**src/rtl/adc_seq_pkg.sv**
```systemverilog
package adc_seq_pkg;

    // Frame layout seen on the serial data line
    localparam int LEAD_ZEROS = 3;
    localparam int SUB_BITS   = 2;
    localparam int TRAIL_BITS = 1;
    localparam int BYTE_EDGES = 8;

    typedef enum logic [1:0] {
        FRM_BURST = 2'd0,
        FRM_BYTES = 2'd1,
        FRM_SHORT = 2'd2,
        FRM_ALT   = 2'd3
    } frame_mode_e;

    typedef enum logic [2:0] {
        ST_WAKE,
        ST_IDLE,
        ST_SHDN,
        ST_LOW,
        ST_HIGH,
        ST_GAP,
        ST_CSHOLD,
        ST_ACQ
    } seq_state_e;

    typedef struct packed {
        logic cs_n;
        logic sclk;
        logic shdn_n;
    } pin_drive_t;

    function automatic int imax(input int a, input int b);
        return (a > b) ? a : b;
    endfunction

    function automatic int cnt_width(input int v);
        return (v < 2) ? 1 : $clog2(v + 1);
    endfunction

    function automatic pin_drive_t drive_of(input seq_state_e s);
        pin_drive_t d;
        d.cs_n   = !(s == ST_LOW || s == ST_HIGH || s == ST_GAP);
        d.sclk   = (s == ST_HIGH);
        d.shdn_n = (s != ST_SHDN);
        return d;
    endfunction

endpackage

```
**src/rtl/adc_bit_sync.sv**
```systemverilog
module adc_bit_sync #(
    parameter int STAGES = 2
) (
    input  logic clk,
    input  logic rst,
    input  logic d_i,
    output logic q_o
);
    logic [STAGES-1:0] chain_q;

    generate
        for (genvar g = 0; g < STAGES; g++) begin : g_stage
            if (g == 0) begin : g_first
                always_ff @(posedge clk) begin
                    if (rst) chain_q[0] <= 1'b0;
                    else     chain_q[0] <= d_i;
                end
            end else begin : g_next
                always_ff @(posedge clk) begin
                    if (rst) chain_q[g] <= 1'b0;
                    else     chain_q[g] <= chain_q[g-1];
                end
            end
        end
    endgenerate

    assign q_o = chain_q[STAGES-1];
endmodule

```
**src/rtl/adc_tick_timer.sv**
```systemverilog
module adc_tick_timer #(
    parameter int W    = 8,
    parameter int INIT = 0
) (
    input  logic         clk,
    input  logic         rst,
    input  logic         load_i,
    input  logic [W-1:0] load_val_i,
    output logic         done_o
);
    logic [W-1:0] cnt_q;

    always_ff @(posedge clk) begin
        if (rst)                cnt_q <= W'(INIT);
        else if (load_i)        cnt_q <= load_val_i;
        else if (cnt_q != '0)   cnt_q <= cnt_q - 1'b1;
    end

    assign done_o = (cnt_q == '0);
endmodule

```
**src/rtl/adc_rx_field.sv**
```systemverilog
module adc_rx_field #(
    parameter int RES_W  = 10,
    parameter int EDGE_W = 5,
    parameter int FIRST  = 4
) (
    input  logic              clk,
    input  logic              rst,
    input  logic              clear_i,
    input  logic              sample_i,
    input  logic [EDGE_W-1:0] next_edge_i,
    input  logic              sdi_i,
    output logic [RES_W-1:0]  field_o
);
    localparam logic [EDGE_W-1:0] E_FIRST = EDGE_W'(FIRST);
    localparam logic [EDGE_W-1:0] E_LAST  = EDGE_W'(FIRST + RES_W - 1);

    logic in_window;
    assign in_window = (next_edge_i >= E_FIRST) && (next_edge_i <= E_LAST);

    always_ff @(posedge clk) begin
        if (rst || clear_i)            field_o <= '0;
        else if (sample_i && in_window) field_o <= {field_o[RES_W-2:0], sdi_i};
    end
endmodule

```
**src/rtl/adc_read_seq.sv**
```systemverilog
module adc_read_seq
    import adc_seq_pkg::*;
#(
    parameter int RES_W    = 10,
    parameter int DIV_HALF = 8,
    parameter int WAKE_CYC = 140000,
    parameter int CSH_CYC  = 10,
    parameter int ACQ_CYC  = 47,
    parameter int GAP_CYC  = 8
) (
    input  logic             clk,
    input  logic             rst,
    input  logic             start_i,
    input  logic [1:0]       mode_i,
    input  logic             abort_i,
    input  logic             shdn_req_i,
    input  logic             adc_sdo_i,
    output logic             cs_n_o,
    output logic             sclk_o,
    output logic             shdn_n_o,
    output logic [RES_W-1:0] result_o,
    output logic             valid_o
);
    localparam int FULL_EDGES  = LEAD_ZEROS + RES_W + SUB_BITS + TRAIL_BITS;
    localparam int SHORT_EDGES = LEAD_ZEROS + RES_W;
    localparam int EDGE_W      = cnt_width(FULL_EDGES);
    localparam int TMR_MAX     = imax(imax(WAKE_CYC, ACQ_CYC),
                                      imax(imax(CSH_CYC, GAP_CYC), DIV_HALF));
    localparam int TMR_W       = cnt_width(TMR_MAX);

    localparam logic [TMR_W-1:0] LD_PHASE = TMR_W'(DIV_HALF - 1);
    localparam logic [TMR_W-1:0] LD_WAKE  = TMR_W'(WAKE_CYC - 1);
    localparam logic [TMR_W-1:0] LD_CSH   = TMR_W'(CSH_CYC - 1);
    localparam logic [TMR_W-1:0] LD_ACQ   = TMR_W'(ACQ_CYC - 1);
    localparam logic [TMR_W-1:0] LD_GAP   = TMR_W'(GAP_CYC - 1);
    localparam logic [EDGE_W-1:0] E_FULL  = EDGE_W'(FULL_EDGES);
    localparam logic [EDGE_W-1:0] E_SHORT = EDGE_W'(SHORT_EDGES);
    localparam logic [EDGE_W-1:0] E_BYTE  = EDGE_W'(BYTE_EDGES);

    seq_state_e        st_q, st_n;
    frame_mode_e       mode_q;
    logic [EDGE_W-1:0] edge_q, last_edge;
    logic              pend_q;
    logic              tmr_load, tmr_done;
    logic [TMR_W-1:0]  tmr_val;
    logic              sample, fld_clear, frame_fin, edge_inc, frame_go;
    logic              sdi_sync;
    logic [RES_W-1:0]  field;
    logic              valid_q;
    logic [RES_W-1:0]  result_q;
    pin_drive_t        pins;

    adc_bit_sync #(.STAGES(2)) u_sync (
        .clk (clk),
        .rst (rst),
        .d_i (adc_sdo_i),
        .q_o (sdi_sync)
    );

    adc_tick_timer #(.W(TMR_W), .INIT(WAKE_CYC - 1)) u_timer (
        .clk        (clk),
        .rst        (rst),
        .load_i     (tmr_load),
        .load_val_i (tmr_val),
        .done_o     (tmr_done)
    );

    adc_rx_field #(.RES_W(RES_W), .EDGE_W(EDGE_W), .FIRST(LEAD_ZEROS + 1)) u_rx (
        .clk         (clk),
        .rst         (rst),
        .clear_i     (fld_clear),
        .sample_i    (sample),
        .next_edge_i (edge_q + 1'b1),
        .sdi_i       (sdi_sync),
        .field_o     (field)
    );

    assign last_edge = (mode_q == FRM_SHORT) ? E_SHORT : E_FULL;

    always_comb begin
        st_n      = st_q;
        tmr_load  = 1'b0;
        tmr_val   = '0;
        sample    = 1'b0;
        fld_clear = 1'b0;
        frame_fin = 1'b0;
        edge_inc  = 1'b0;
        frame_go  = 1'b0;
        unique case (st_q)
            ST_WAKE: if (tmr_done) st_n = ST_IDLE;
            ST_IDLE: begin
                if (shdn_req_i) begin
                    st_n = ST_SHDN;
                end else if (pend_q || start_i) begin
                    st_n      = ST_LOW;
                    tmr_load  = 1'b1;
                    tmr_val   = LD_PHASE;
                    fld_clear = 1'b1;
                    frame_go  = 1'b1;
                end
            end
            ST_SHDN: begin
                if (!shdn_req_i) begin
                    st_n     = ST_WAKE;
                    tmr_load = 1'b1;
                    tmr_val  = LD_WAKE;
                end
            end
            ST_LOW: begin
                if (abort_i) begin
                    st_n = ST_ACQ; tmr_load = 1'b1; tmr_val = LD_ACQ;
                end else if (tmr_done) begin
                    sample   = 1'b1;
                    edge_inc = 1'b1;
                    st_n     = ST_HIGH;
                    tmr_load = 1'b1;
                    tmr_val  = LD_PHASE;
                end
            end
            ST_HIGH: begin
                if (abort_i) begin
                    st_n = ST_ACQ; tmr_load = 1'b1; tmr_val = LD_ACQ;
                end else if (tmr_done) begin
                    tmr_load = 1'b1;
                    if (edge_q == last_edge) begin
                        frame_fin = 1'b1;
                        st_n      = ST_CSHOLD;
                        tmr_val   = LD_CSH;
                    end else if (mode_q == FRM_BYTES && edge_q == E_BYTE) begin
                        st_n    = ST_GAP;
                        tmr_val = LD_GAP;
                    end else begin
                        st_n    = ST_LOW;
                        tmr_val = LD_PHASE;
                    end
                end
            end
            ST_GAP: begin
                if (abort_i) begin
                    st_n = ST_ACQ; tmr_load = 1'b1; tmr_val = LD_ACQ;
                end else if (tmr_done) begin
                    st_n = ST_LOW; tmr_load = 1'b1; tmr_val = LD_PHASE;
                end
            end
            ST_CSHOLD, ST_ACQ: if (tmr_done) st_n = ST_IDLE;
            default: st_n = ST_IDLE;
        endcase
    end

    always_ff @(posedge clk) begin
        if (rst) begin
            st_q     <= ST_WAKE;
            mode_q   <= FRM_BURST;
            edge_q   <= '0;
            pend_q   <= 1'b0;
            valid_q  <= 1'b0;
            result_q <= '0;
        end else begin
            st_q    <= st_n;
            valid_q <= frame_fin;
            if (frame_fin) result_q <= field;
            if (frame_go) begin
                mode_q <= frame_mode_e'(mode_i);
                edge_q <= '0;
            end else if (edge_inc) begin
                edge_q <= edge_q + 1'b1;
            end
            pend_q <= (pend_q && !frame_go) ||
                      (start_i && !(st_q == ST_IDLE && !shdn_req_i));
        end
    end

    assign pins     = drive_of(st_q);
    assign cs_n_o   = pins.cs_n;
    assign sclk_o   = pins.sclk;
    assign shdn_n_o = pins.shdn_n;
    assign valid_o  = valid_q;
    assign result_o = result_q;

    // Run-length counters used only by the timing assertions below
    logic [TMR_W-1:0] lo_run_q, cs_hi_run_q;
    always_ff @(posedge clk) begin
        if (rst) begin
            lo_run_q    <= '0;
            cs_hi_run_q <= '0;
        end else begin
            if (!cs_n_o && !sclk_o) lo_run_q <= (lo_run_q == '1) ? lo_run_q : lo_run_q + 1'b1;
            else                    lo_run_q <= '0;
            if (cs_n_o) cs_hi_run_q <= (cs_hi_run_q == '1) ? cs_hi_run_q : cs_hi_run_q + 1'b1;
            else        cs_hi_run_q <= '0;
        end
    end

    AST_SCLK_NEEDS_SELECT: assert property (@(posedge clk) disable iff (rst)
        sclk_o |-> !cs_n_o);
    AST_SCLK_LOW_PHASE: assert property (@(posedge clk) disable iff (rst)
        $rose(sclk_o) |-> (lo_run_q >= TMR_W'(DIV_HALF)));
    AST_CS_HIGH_GAP: assert property (@(posedge clk) disable iff (rst)
        $fell(cs_n_o) |-> (cs_hi_run_q >= TMR_W'(CSH_CYC)));
    AST_VALID_ONE_CYCLE: assert property (@(posedge clk) disable iff (rst)
        valid_o |=> !valid_o);
    AST_VALID_DESELECTED: assert property (@(posedge clk) disable iff (rst)
        valid_o |-> cs_n_o);
    AST_ABORT_RELEASE: assert property (@(posedge clk) disable iff (rst)
        (abort_i && !cs_n_o) |=> (cs_n_o && !valid_o));
    AST_SHDN_QUIET: assert property (@(posedge clk) disable iff (rst)
        !shdn_n_o |-> (cs_n_o && !sclk_o));
endmodule

```
**config.mk**
```make
export PLATFORM = sky130hd
export DESIGN_NAME = adc_read_seq
export DESIGN_NICKNAME = d
export VERILOG_FILES = /design/src/rtl/adc_seq_pkg.sv /design/src/rtl/adc_bit_sync.sv /design/src/rtl/adc_tick_timer.sv /design/src/rtl/adc_rx_field.sv /design/src/rtl/adc_read_seq.sv
export SDC_FILE = /design/constraint.sdc
export NUM_CORES = 1
export LEC_CHECK = 0
export ABC_AREA = 0
export CORE_UTILIZATION = 45
export DETAILED_ROUTE_END_ITERATION = 12
export PLACE_DENSITY = 0.75
export SYNTH_ARGS = -nofsm -noshare
export SYNTH_HDL_FRONTEND = slang
export SYNTH_SLANG_ARGS = --single-unit
export TNS_END_PERCENT = 30
```
**constraint.sdc**
```tcl
create_clock -name clk -period 2.7 [get_ports clk]
set_clock_uncertainty 0.15 [all_clocks]
set_input_delay 0.675 -clock clk [delete_from_list [all_inputs] [get_ports clk]]
set_output_delay 0.675 -clock clk [all_outputs]
set_load 0.02 [all_outputs]
```
; Word level (Yosys, flattened, before mapping)
; Cells that the tools add are included.
[totals]
reg_bits = 52
input_bits = 8
out_inout_bits = 14
word_cells = 94
[op_classes]
addsub = 2
n_lt_le_gt_ge = 2
n_eq_ne = 18
muxes = 38
reduce_logical = 24
[op_table]
columns = op, count
row1 = $pmux 18 s4, 1
row2 = $mux 18, 3
row3 = $mux 3, 15
row4 = $logic_not 18->1, 1
row5 = $pmux 3 s6, 1
row6 = $reduce_bool 18->1, 1
row7 = $sub 18x1->18 const B, 1
row8 = $eq 3x3->1 const B, 4
row9 = $mux 1, 12
row10 = $mux 6, 2
row11 = $ne 3x3->1 const B, 3
row12 = $mux 4, 2
row13 = $eq 3x2->1 const B, 2
row14 = $logic_and 1x1->1, 6
row15 = $ne 3x2->1 const B, 2
row16 = $reduce_and 6->1, 1
row17 = $reduce_or 3->1, 2
row18 = $add 5x1->5 const B, 1
row19 = $eq 5x4->1 const B, 1
row20 = $eq 5x5->1, 1
row21 = $ge 5x3->1 const B, 1
row22 = $le 5x4->1 const B, 1
row23 = $logic_or 1x1->1, 5
row24 = $mux 5, 1
row25 = other kinds (10), 14

; Logic depth before layout (Yosys ltp)
[depth]
depth_word = 8
mapped_depth = 10
ltp_nobuf = 8

; Cells and area by module
; From an unflattened synthesis, not the netlist that was laid out.
[hier_totals]
cells_unflattened = 305
hier_area_um2 = 2678.8
[modules_own_cells]
columns = mod, instances, cells_per_inst, area_per_inst_um2, seq_area_each_um2
row1 = adc_read_seq, 1, 143, 1213.7, 440.4
row2 = adc_tick_timer, 1, 121, 1029.7, 360.3
row3 = adc_rx_field, 1, 37, 382.9, 200.2
row4 = adc_bit_sync, 1, 4, 52.6, 40.0

; Least setup slack after synthesis
; Ideal clock, no wire load.
[synth_timing]
path_kind = register to register
startpoint = reg edge_q[0]
endpoint = reg u_rx.field_o[9]
setup_time_ps = 119
t_arrival_ps = 1947
t_required_ps = 2431
slack_ps = 484
stages_incl_launch_ff = 11
n_path_buf = 2
period_less_slack_ps = 2216
path_cell_list = dfxtp_1 clkbuf_2 inv_1 ha_1 nand4b_1 a31oi_1 nor4b_1 o41ai_2 buf_6 mux2i_1 nor2_1
[synth_via]
elab_chain_len = 4
elab_cells_between_ends = 5
classes_between = add/sub: 1 / order compare: 2 / reduce/logical: 2
[synth_lines]
columns = element, line_no
row1 = from (decl), adc_read_seq.sv:42  ; logic [EDGE_W-1:0] edge_q, last_edge;
row2 = from (signal assigned), adc_read_seq.sv:166  ; edge_q <= edge_q + 1'b1;
row3 = $add 5x1->5 (*), adc_read_seq.sv:73  ; .next_edge_i (edge_q + 1'b1),
row4 = named net u_rx.next_edge_i[0], adc_rx_field.sv:10  ; input logic [EDGE_W-1:0] next_edge_i,
row5 = $ge 5x3->1 / $le 5x4->1 (equally long branches), adc_rx_field.sv:18  ; assign in_window = (next_edge_i >= E_FIRST) && (next_edge_i <= E_LAST);
row6 = $logic_and 1x1->1 (*), adc_rx_field.sv:18
row7 = $logic_and 1x1->1 (*), adc_rx_field.sv:22  ; else if (sample_i && in_window) field_o <= {field_o[RES_W-2:0], sdi_i};
row8 = to (signal assigned), adc_rx_field.sv:22
row9 = to (decl), adc_rx_field.sv:12  ; output logic [RES_W-1:0] field_o
; The timed path passes the listed nets; every way through them passes the cells marked *.
; A chain may end at the register's enable or synchronous reset.

; Worst setup path in the final report
[layout_timing]
startpoint = reg st_q[1]
endpoint = out sclk_o
[layout_via]
elab_chain_len = 1
[layout_lines]
columns = element, line_no
row1 = from (decl), adc_read_seq.sv:40  ; seq_state_e st_q, st_n;
row2 = from (signal assigned), adc_read_seq.sv:159  ; st_q <= st_n;
row3 = $eq 3x3->1, adc_seq_pkg.sv:44  ; d.sclk = (s == ST_HIGH);
row4 = to (decl), adc_read_seq.sv:19  ; output logic sclk_o,
; No other way between the ends.

==> summary by stage <==
Min path
The worst hold path belongs to the class flop to flop.

Power
For this design the static power due to leakage is 0.00124 uW. Power spread over the standard cell area amounts to 617 mW/mm^2. The worst-case vdd ir drop is 0.311 mV.

STA
The number of slew-limit violations in the final report came to 0. Setup repair after global routing left no endpoint under its margin. The total of endpoints with negative setup slack in the final report is 0. Adding up every negative setup slack in the final design gives 0 ns. The worst-case headroom to the max-slew limit is 60.5%.

Dividing the final minimum period by the clock period gives 96.9%. The final setup slack of the worst path is 0.0840 ns. The measured slew at the worst slew-check pin is 0.586 ns. The final critical path time including I/O delays and setup is approximately 2.6 ns. The final hold violation count was 0. The maximum achievable frequency is between 0.3 and 0.4 GHz.

Clock tree
The number of CTS-inserted buffers is 5. Clock-pin slew was measured on the worst setup and hold paths at 0.10 ns. The TritonCTS clock tree is built. In this run the deepest clock path goes through 2 buffers. The post-CTS setup buffer count is 0. Clock latency on the worst-skew pair, taken at its later pin, is 0.32 ns. The total number of H-tree levels is 2. The root buffer cell is sky130_fd_sc_hd__clkbuf_8.

For this design, the sink count on the clock tree is 52.

Routing
Detailed routing placed a total of about 2.6 mm of wire on met2. In the final routing, the length of wire on met1 measures 2.48 mm. The routed layout has between 2000 and 2500 vias. In the routed layout, each cell is associated on average with a via count of 5.41. After detailed routing, the met3 layer carries 182 um of wire.

The total wirelength of the detailed-routed design is 5.35 mm. For this run, design rule violations remaining after detail routing come to 0. The highest metal layer carrying signal wires in the routed design is met4. The first-pass iteration count of the detailed router is 4. The number of DRC markers in iteration 0 is 86.

The count of nets left with antenna violations after detail routing is 0. The average wire per standard cell is around 14 um.

Die
The total area inside the core boundary comes to 0.00557 sq mm. The total I/O pin count is 22. The die footprint is approximately 0.006 sq mm. The floorplan has 27 rows. The die extent in y is 78.4 um. In this run the horizontal extent of the chip is around 78 um.

The effective utilization at floorplan is 47.1%.

Placement
The half-perimeter wire length after placement is 3.87 mm. Including well taps, the total number of placed cells is ~380. At the end of routability-driven placement, the weighted congestion stood at 0.894. OpenSTA, run right after detailed placement, puts the worst setup slack at approximately 0.20 ns.

The count of buffers added on input and output ports is 21.

Logic synthesis
When the netlist entered floorplanning its net count stood at around 310. Yosys mapped the design onto 52 distinct sky130hd cell types. The share of the synthesized area in the top cell type is 39.7%. In the post-synthesis netlist, the biggest area contributors are sky130_fd_sc_hd__dfxtp_1 (40%), sky130_fd_sc_hd__mux2i_1 (9.2%), sky130_fd_sc_hd__nor2_1 (7.0%), sky130_fd_sc_hd__xnor2_1 (4.3%), sky130_fd_sc_hd__nor3_1 (2.5%). The share of the yosys chip area belonging to registers is ~40%.

Of all cell types, the one taking the most synthesized area is sky130_fd_sc_hd__dfxtp_1. The share of synthesized registers carrying an async set or reset is 0%. The yosys synthesis warning count is 0. Ranked by instance count, the synthesized netlist is headed by sky130_fd_sc_hd__dfxtp_1 (52), sky130_fd_sc_hd__nor2_1 (49), sky130_fd_sc_hd__mux2i_1 (24).

After synthesis the cells add up to 0.00262 sq mm. In this run the mean area of a mapped cell was 8.95 sq um. The most common flop cell mapped by yosys is sky130_fd_sc_hd__dfxtp_1. In this run, synthesis inferred 0 flip-flops with an integrated enable. The most instantiated library cell after synthesis is sky130_fd_sc_hd__dfxtp_1.

The synthesized flop and latch total is between 50 and 60. The cell count after synthesis is just under 300.

Cells and area
Cells with a size suffix above 1 make up 10.7% of the layout. The non-filler instance count after layout is 389. The area occupied by multi-input gates is roughly 0.0015 sq mm. The total area of sequential cells is ~0.0010 sq mm. In the final design database the tool counted 328 nets. Compared with the post-synthesis result, the final layout area differs by 15.1%.

The number of antenna diodes in the final layout is 0. Counting the fill cells in the layout gives 534.

Run
The number of maximum-capacitance violations is 0.

Outcome
The run finished with clean final reports.

Global route
After global routing the overflow that remains totals 0. The number of antenna violations at the first check in global routing came to 0. Global routing used 18.6% of the available tracks across all layers. The via count of the first global-routing pass was 2016. The first-pass GRT wire length is 9.02 mm. The maximum number of pins on one net before global-route repair is 21.

Setup path
The element type at the critical path end is an output pin. The biggest fanout along the worst timing path is 13. At the worst endpoint, the arrival time is roughly 1.8 ns. STA puts the critical path data required time at ~1.9 ns. The class of the most critical setup path is flop to output pin. STA classifies the critical path startpoint as a flop.
[final timing paths]
kind                                 from                            to  slack, ns  cells after the start
min reg2reg  u_sync.chain_q[0]$_SDFF_PP0_         u_sync.q_o$_SDFF_PP0_       0.31                      1
min          u_sync.chain_q[0]$_SDFF_PP0_         u_sync.q_o$_SDFF_PP0_       0.31                      1
max                  st_q[1]$_SDFFE_PP0P_                        sclk_o       0.08                      3
max reg2reg        edge_q[1]$_SDFFE_PP0P_  u_rx.field_o[7]$_SDFFE_PP0P_       0.22                      9
[what timing repair did]
action	4_1_cts	5_1_grt
setup endpoints to repair	2	2
cloned	0	0
resized for setup	1	4
hold buffers	0	0
[cell type report]
| cell class | instances | area share (%) |
|---|---|---|
| clock buffer | 5 | 2.28 |
| timing repair buffer | 30 | 9.28 |
| multi-input combinational | 218 | 48.8 |
| clock inverter | 3 | 0.870 |
| sequential | 52 | 34.7 |
| tap | 72 | 2.98 |
| inverter | 9 | 1.12 |
[state kept, by name, summed over array words and instances, names as in the netlist]
signal / flops
u_rx.field_o: 10
valid_o: 1
u_sync.q_o: 1
edge_q: 5
st_q: 3
mode_q: 2
result_o: 10
u_sync.chain_q: 1
pend_q: 1
u_timer.cnt_q: 18
[worst max-delay path: stages (launching register included)]
cell,delay (ns)
sky130_fd_sc_hd__dfxtp_4,0.40
sky130_fd_sc_hd__nand2b_1,0.19
sky130_fd_sc_hd__nor2_1,0.24
sky130_fd_sc_hd__clkdlybuf4s50_1,0.66
[per-layer routing]
metal,up-vias,track usage [%]
li1,1082,-
met1,972,23.1
met2,41,30.9
met3,11,3.60
met4,0,8.52
met5,-,0
[per-stage QoR]
stage                     total power (uW)  hold slack (ns)  utilization (%)  instance area (sq um)
after global routing                  1970            0.337             54.2                   3020
after global placement                1390            0.282             52.3                   2920
after CTS                             1870            0.315             54.0                   3010
after floorplan                       1280            0.264                -                   2620
after detailed placement              1390            0.289             52.3                   2920
final                                 1860            0.307             54.2                   3020
[layout by cell type, fill, tap and decap left out, types with 4 or more instances in the layout]
cell                               n
sky130_fd_sc_hd__nor4_1            5
sky130_fd_sc_hd__nor3_1           13
sky130_fd_sc_hd__mux2i_1          24
sky130_fd_sc_hd__xor2_1            4
sky130_fd_sc_hd__inv_1             9
sky130_fd_sc_hd__nand2b_1          4
sky130_fd_sc_hd__nand2_1          15
sky130_fd_sc_hd__a21oi_1          10
sky130_fd_sc_hd__nand4b_1          4
sky130_fd_sc_hd__o21ai_0          12
sky130_fd_sc_hd__o31ai_1           4
sky130_fd_sc_hd__xnor2_1          13
sky130_fd_sc_hd__nor2_1           49
sky130_fd_sc_hd__clkbuf_8          5
sky130_fd_sc_hd__nor2b_1           7
sky130_fd_sc_hd__dfxtp_1          49
sky130_fd_sc_hd__buf_4             9
sky130_fd_sc_hd__nand3_1           7
sky130_fd_sc_hd__clkdlybuf4s50_1  20
sky130_fd_sc_hd__ha_1              4
[report_power, final]
group	internal (uW)	switching [uW]	total, uW
sequential	850	97.9	948
combinational	197	242	439
clock	189	288	477
[cell families after synthesis]
group                      after synthesis  share of synthesized area [%]
adders and majority gates                4                           1.91
and+or+nand+nor                        129                           27.7
xor gates and xnor gates                17                           5.67
AOI/OAI and AO/OA                       44                           11.7
muxes                                   24                           9.16
DFF                                     52                           39.7
buffers and inverters                   23                           4.20
Note: power is estimated with default switching activity, not from simulation.
